File: src/rtl/pps_pkg.sv
package pps_pkg;

    typedef enum logic [3:0] {
        ST_OFF,
        ST_AVDD,
        ST_PGWAIT,
        ST_RSTLOW,
        ST_RSTREC,
        ST_LP11,
        ST_ON,
        ST_DN_LANES,
        ST_DN_LP11,
        ST_DN_RST,
        ST_DN_DVDD
    } seq_state_e;

    typedef struct packed {
        logic avdd;
        logic dvdd;
        logic rst_n;
        logic lp11;
        logic lanes;
    } rail_t;

    typedef struct packed {
        seq_state_e st;
        logic       fault;
        rail_t      rails;
        logic       busy;
        logic       ready;
    } seq_regs_t;

    // Output levels held in each stage.
    function automatic rail_t rails_of(seq_state_e s);
        rail_t r;
        r = '0;
        case (s)
            ST_AVDD:                 r = '{avdd: 1'b1, dvdd: 1'b0, rst_n: 1'b0, lp11: 1'b0, lanes: 1'b0};
            ST_PGWAIT, ST_RSTLOW,
            ST_DN_RST:               r = '{avdd: 1'b1, dvdd: 1'b1, rst_n: 1'b0, lp11: 1'b0, lanes: 1'b0};
            ST_RSTREC, ST_DN_LP11:   r = '{avdd: 1'b1, dvdd: 1'b1, rst_n: 1'b1, lp11: 1'b0, lanes: 1'b0};
            ST_LP11, ST_DN_LANES:    r = '{avdd: 1'b1, dvdd: 1'b1, rst_n: 1'b1, lp11: 1'b1, lanes: 1'b0};
            ST_ON:                   r = '{avdd: 1'b1, dvdd: 1'b1, rst_n: 1'b1, lp11: 1'b1, lanes: 1'b1};
            ST_DN_DVDD:              r = '{avdd: 1'b1, dvdd: 1'b0, rst_n: 1'b0, lp11: 1'b0, lanes: 1'b0};
            default:                 r = '0;
        endcase
        return r;
    endfunction

endpackage

File: src/rtl/pps_sync.sv
module pps_sync #(
    parameter int unsigned STAGES = 2
) (
    input  logic clk,
    input  logic rst,
    input  logic d,
    output logic q
);
    logic [STAGES-1:0] sh_q;

    generate
        if (STAGES == 1) begin : g_one
            always_ff @(posedge clk) begin
                if (rst) sh_q <= '0;
                else     sh_q <= d;
            end
        end else begin : g_many
            always_ff @(posedge clk) begin
                if (rst) sh_q <= '0;
                else     sh_q <= {sh_q[STAGES-2:0], d};
            end
        end
    endgenerate

    assign q = sh_q[STAGES-1];
endmodule

File: src/rtl/pps_dwell_timer.sv
module pps_dwell_timer #(
    parameter int unsigned CNT_W = 8
) (
    input  logic             clk,
    input  logic             rst,
    input  logic             restart,
    input  logic [CNT_W-1:0] limit,
    output logic             expired
);
    logic [CNT_W-1:0] cnt_d, cnt_q;

    always_comb begin
        if (restart)             cnt_d = '0;
        else if (cnt_q != '1)    cnt_d = cnt_q + CNT_W'(1);
        else                     cnt_d = cnt_q;
    end

    always_ff @(posedge clk) begin
        if (rst) cnt_q <= '0;
        else     cnt_q <= cnt_d;
    end

    // Last cycle of a dwell of `limit` cycles.
    assign expired = (cnt_q == limit - CNT_W'(1));
endmodule

File: src/rtl/panel_pwr_seq.sv
module panel_pwr_seq
    import pps_pkg::*;
#(
    parameter int unsigned T_AD_GAP    = 125000,
    parameter int unsigned T_RAMP      = 1250000,
    parameter int unsigned T_RST_LOW   = 250000,
    parameter int unsigned T_RST_REC   = 1875000,
    parameter int unsigned T_LP11      = 18750,
    parameter int unsigned SYNC_STAGES = 2
) (
    input  logic clk,
    input  logic rst,
    input  logic on_req,
    input  logic off_req,
    input  logic pgood,
    output logic avdd_en,
    output logic dvdd_en,
    output logic panel_rst_n,
    output logic lp11_hold,
    output logic lanes_en,
    output logic busy,
    output logic ready,
    output logic fault
);
    localparam int unsigned M1    = (T_AD_GAP  > T_RAMP)    ? T_AD_GAP  : T_RAMP;
    localparam int unsigned M2    = (T_RST_LOW > T_RST_REC) ? T_RST_LOW : T_RST_REC;
    localparam int unsigned M3    = (M1 > M2) ? M1 : M2;
    localparam int unsigned T_MAX = (M3 > T_LP11) ? M3 : T_LP11;
    localparam int unsigned CNT_W = $clog2(T_MAX + 1);

    localparam seq_regs_t SEQ_RST = '{st: ST_OFF, fault: 1'b0, rails: '0,
                                      busy: 1'b0, ready: 1'b0};

    seq_regs_t        seq_d, seq_q;
    logic             pg_s;
    logic             tmr_restart;
    logic             tmr_expired;
    logic [CNT_W-1:0] tmr_limit;

    pps_sync #(.STAGES(SYNC_STAGES)) i_pg_sync (
        .clk (clk),
        .rst (rst),
        .d   (pgood),
        .q   (pg_s)
    );

    always_comb begin
        case (seq_q.st)
            ST_AVDD, ST_DN_DVDD:             tmr_limit = CNT_W'(T_AD_GAP);
            ST_PGWAIT:                       tmr_limit = CNT_W'(T_RAMP);
            ST_RSTLOW, ST_DN_RST:            tmr_limit = CNT_W'(T_RST_LOW);
            ST_RSTREC:                       tmr_limit = CNT_W'(T_RST_REC);
            ST_LP11, ST_DN_LANES, ST_DN_LP11: tmr_limit = CNT_W'(T_LP11);
            default:                         tmr_limit = CNT_W'(1);
        endcase
    end

    pps_dwell_timer #(.CNT_W(CNT_W)) i_dwell (
        .clk     (clk),
        .rst     (rst),
        .restart (tmr_restart),
        .limit   (tmr_limit),
        .expired (tmr_expired)
    );

    always_comb begin
        seq_d = seq_q;
        case (seq_q.st)
            ST_OFF: begin
                if (on_req || off_req) seq_d.fault = 1'b0;
                if (on_req && !off_req) seq_d.st = ST_AVDD;
            end
            ST_AVDD: begin
                if (off_req)          seq_d.st = ST_OFF;
                else if (tmr_expired) seq_d.st = ST_PGWAIT;
            end
            ST_PGWAIT: begin
                if (off_req)          seq_d.st = ST_DN_DVDD;
                else if (pg_s)        seq_d.st = ST_RSTLOW;
                else if (tmr_expired) begin
                    seq_d.st    = ST_DN_DVDD;
                    seq_d.fault = 1'b1;
                end
            end
            ST_RSTLOW: begin
                if (off_req)          seq_d.st = ST_DN_DVDD;
                else if (tmr_expired) seq_d.st = ST_RSTREC;
            end
            ST_RSTREC: begin
                if (off_req)          seq_d.st = ST_DN_RST;
                else if (tmr_expired) seq_d.st = ST_LP11;
            end
            ST_LP11: begin
                if (off_req)          seq_d.st = ST_DN_LP11;
                else if (tmr_expired) seq_d.st = ST_ON;
            end
            ST_ON: begin
                if (off_req)          seq_d.st = ST_DN_LANES;
            end
            ST_DN_LANES: if (tmr_expired) seq_d.st = ST_DN_LP11;
            ST_DN_LP11:  if (tmr_expired) seq_d.st = ST_DN_RST;
            ST_DN_RST:   if (tmr_expired) seq_d.st = ST_DN_DVDD;
            ST_DN_DVDD:  if (tmr_expired) seq_d.st = ST_OFF;
            default:     seq_d.st = ST_OFF;
        endcase
        seq_d.rails = rails_of(seq_d.st);
        seq_d.busy  = (seq_d.st != ST_OFF) && (seq_d.st != ST_ON);
        seq_d.ready = (seq_d.st == ST_ON);
    end

    assign tmr_restart = (seq_d.st != seq_q.st);

    always_ff @(posedge clk) begin
        if (rst) seq_q <= SEQ_RST;
        else     seq_q <= seq_d;
    end

    assign avdd_en     = seq_q.rails.avdd;
    assign dvdd_en     = seq_q.rails.dvdd;
    assign panel_rst_n = seq_q.rails.rst_n;
    assign lp11_hold   = seq_q.rails.lp11;
    assign lanes_en    = seq_q.rails.lanes;
    assign busy        = seq_q.busy;
    assign ready       = seq_q.ready;
    assign fault       = seq_q.fault;
endmodule

File: config.mk
export PLATFORM = sky130hd
export DESIGN_NAME = panel_pwr_seq
export DESIGN_NICKNAME = d
export VERILOG_FILES = /design/src/rtl/pps_pkg.sv /design/src/rtl/pps_sync.sv /design/src/rtl/pps_dwell_timer.sv /design/src/rtl/panel_pwr_seq.sv
export SDC_FILE = /design/constraint.sdc
export NUM_CORES = 1
export LEC_CHECK = 0
export BUFFER_PORTS_ARGS = -buffer_cell sky130_fd_sc_hd__buf_2
export CORE_MARGIN = 8
export CORE_UTILIZATION = 61
export DETAILED_ROUTE_END_ITERATION = 7
export HOLD_SLACK_MARGIN = 0.06
export MAX_ROUTING_LAYER = met4
export PLACE_DENSITY = 0.8
export SETUP_SLACK_MARGIN = 0.4
export SLEW_MARGIN = 20
export SYNTH_ARGS = -nofsm -noshare
export SYNTH_HDL_FRONTEND = slang
export SYNTH_HIERARCHICAL = 1
export SYNTH_SLANG_ARGS = --single-unit
File: constraint.sdc
create_clock -name clk -period 4.9 [get_ports clk]
set_input_delay 0 -clock clk [delete_from_list [all_inputs] [get_ports clk]]
set_output_delay 0 -clock clk [all_outputs]
set_load 0.02 [all_outputs]
==> flow_metrics.py <==
metrics = {
    "power_and_ir_drop": {
        "p_leak_nw": 1.207,
        "irDropWorstVdd_uv": 257.6,
        "powerDensity_mw_per_mm2": 312.4,
    },
    "hold_path": {
        "min_path_cells": 3,
        "worstHoldStart": "off_req",
        "hp-class": "input port to register",
        "whs_endpoint": "fault",
    },
    "timing": {
        "tightest_slew_ns": 0.7680,
        "finalHoldViolCount": 0,
        "setup_violations": 0,
        "final.period_utilization_pct": 85.58,
        "slew_viol_final": 0,
        "holdWs_ns": 0.07780,
        "setup_tns_ns": 0,
        "clock_skew_ns": 0.007590,
        "rsz0062_at_grt": "no",
        "layout_min_cycle_time_ns": 4.194,
        "max_freq_ghz": 0.2385,
        "slew_headroom_pct": 48.49,
    },
    "die": {
        "start_util_pct": 62.51,
        "io_pins": 13,
        "die_area_mm2": 0.007283,
        "fp-row-count": 25,
        "die_w_um": 85.34,
        "die_h_um": 85.34,
        "coreArea_mm2": 0.004692,
    },
    "grt": {
        "grt-ovfl-total": 0,
        "antenna_found_initial": 0,
        "grt_max_degree": 28,
        "grt_pass1_wl_mm": 11.25,
        "grt_pass1_vias": 2401,
        "grt_usage_pct": 19.10,
    },
    "synthesis": {
        "synth_top_area_share_pct": 34.13,
        "synth.ff_latch_count": 50,
        "avgSynthCellArea_um2": 8.147,
        "async_flop_share_pct": 0,
        "synth_ff_type": "dfxtp_1",
        "synth.distinct_cells": 56,
        "yosys_warnings": 6,
        "synthCells": 360,
        "synth_edf_count": 0,
        "yosysTopAreaCell": "dfxtp_1",
        "syn-num-nets": 370,
        "synth.area.top_cells": "dfxtp_1 34%, xnor2_1 9.6%, xor2_1 6.9%",
        "seq_area_frac_synth_pct": 34.13,
        "netlist_area_mm2": 0.002933,
    },
    "layout": {
        "fill_cells": 403,
        "syn2layout_area_growth_pct": 6.997,
        "n_antenna_cell": 0,
        "final_common_cell": "dfxtp_1",
        "multi_input_area_mm2": 0.001822,
        "drive_above_1_share_pct": 11.14,
        "finalNonFillerCells": 422,
        "final_cell_mix": "49 x dfxtp_1, 47 x nor2_1, 32 x xnor2_1",
        "final_nets": 377,
        "final_cell_area_mm2": 0.003138,
        "seqCellArea_mm2": 0.001002,
    },
    "place": {
        "dp.cells": 409,
        "port-buffer-count": 12,
        "place_congestion": 0.9530,
        "placed_area_mm2": 0.002984,
        "post-dp-hpwl_mm": 4.706,
    },
    "critical_path": {
        "reg2reg_depth": 15,
        "crit_path_max_fanout": 21,
        "r2r-end": "i_dwell/cnt_q[11]",
        "critPathArrivalTime_ns": 4.43,
        "reg2reg_setup_slack_ns": 0.71,
        "worstSetupPathType": "register to register",
        "cp-end-kind": "register",
        "crit_required_ns": 5.13,
        "r2r-start": "tmr_limit[8]",
        "cp-start-kind": "register",
    },
    "clocking": {
        "cts_inserted_buffers": 5,
        "path_clk_slew_ns": 0.09,
        "cts_max_level": 2,
        "cts_sinks": 50,
        "clockBufferDepth": 2,
        "cts_tree": "built",
        "root_buffer": "clkbuf_8",
        "clkLatencyLatePin_ns": 0.30,
    },
    "drt": {
        "routedWlPerCell_um": 15.38,
        "drtIter0Drc": 183,
        "num_vias": 2516,
        "routed_wl_mm": 6.491,
        "drtPass1Iterations": 4,
        "drc": 0,
        "via_per_inst": 5.962,
        "ant_nets": 0,
    },
    "run_status": {
        "status": "complete, no violations",
    },
    "flow_run": {
        "cap_violations": 0,
    },
}
-- synth_stat cells (all sizes together) (2+ instances only) --
| cell | instances |
|---|---|
| dfxtp | 50 |
| nor2 | 49 |
| xnor2 | 32 |
| nand2 | 29 |
| xor2 | 23 |
| a21oi | 17 |
| nand3 | 13 |
| clkbuf | 10 |
| nor3 | 10 |
| buf | 9 |
| inv | 9 |
| nor4 | 9 |
| and3 | 8 |
| o21ai | 8 |
| nand4 | 7 |
| nor2b | 7 |
| nand2b | 6 |
| or3 | 6 |
| ha | 5 |
| mux2 | 4 |
| nand3b | 4 |
| nor3b | 4 |
| a211oi | 3 |
| a31oi | 3 |
| and4 | 3 |
| o22ai | 3 |
| or4 | 3 |
| a211o | 2 |
| and2 | 2 |
| o211ai | 2 |
| o31ai | 2 |
| or2 | 2 |
-- critical path: stages, from the launching register on --
cell and delay (ns):
dfxtp_2 0.41, or4_4 0.56, or4_1 0.43, a311oi_2 0.30, o2111ai_1 0.18, a2111oi_2 0.35, buf_4 0.24, nand2_1 0.08
o31ai_1 0.22, nor2_1 0.08, o221a_4 0.29, buf_4 0.15, xor2_1 0.13, nand2_1 0.07, or2_2 0.46, nor2_1 0.18
-- flip-flops by register name, indices dropped and copies added, names as in the netlist --
name / cells
avdd_en: 1
busy: 1
dvdd_en: 1
fault: 1
i_dwell/cnt_q: 21
i_pg_sync/sh_q: 2
lanes_en: 1
lp11_hold: 1
panel_rst_n: 1
ready: 1
seq_q: 4
tmr_limit: 15
-- per-layer routing --
metal  track usage [%]  share of wire, %  wire length [um]  up-vias
met5                 -                 0                 0        -
met4             5.255              0.99                64        0
met3             3.668               3.6               231        9
met2             29.05                47              3026       50
met1             25.11                49              3168     1198
li1                  -                 -                 -     1259
-- cell type report --
class / instances / area share, %
clock inverter: 2 / 0.3987
inverter: 9 / 1.077
clock buffer: 6 / 2.632
timing repair buffer: 19 / 3.748
tap: 54 / 2.153
sequential: 50 / 31.94
multi-input combinational: 282 / 58.05
-- cells by family (layout without fill, tap and decap cells) --
group / count (synthesis) / in the layout / synth area share (%)
mux: 4 / 4 / 1.536
flops: 50 / 50 / 34.13
buf+inv: 28 / 36 / 4.266
fa+ha+maj: 5 / 5 / 2.133
xor+xnor: 55 / 55 / 16.42
simple gates: 165 / 165 / 29.18
compound gates: 53 / 53 / 12.33
-- metrics by stage --
stage	power [mW]	utilization, %	setup slack [ns]
after floorplan	0.6752	-	0.7648
after global placement	0.7207	63.60	0.6344
after detailed placement	0.7261	63.60	0.4704
after CTS	0.9757	66.05	0.4431
after global routing	1.041	66.88	0.4312
final	0.9804	66.88	0.7065
-- worst max-delay path by stage --
stage | start | endpoint | depth (start not counted)
global route | tmr_limit[8] | tmr_limit[12] | 20
finish | tmr_limit[8] | i_dwell/cnt_q[11] | 15
detailed placement | tmr_limit[8] | tmr_limit[11] | 18
global placement | tmr_limit[8] | tmr_limit[11] | 18
floorplan | tmr_limit[8] | tmr_limit[11] | 20
CTS | tmr_limit[8] | tmr_limit[11] | 18
-- timing repair --
item / CTS / global route
endpoints found under the setup margin: 0 / 33
buffers inserted: 0 / 3
resized for setup: 0 / 6
hold endpoints to repair: 2 / 0
hold buffers: 2 / 0
-- power by group --
part / switching [mW] / internal, mW
logic: 0.145 / 0.124
clock network: 0.135 / 0.114
registers: 0.0348 / 0.428
total: 0.314 / 0.666
(Power assumes the default switching activity.)
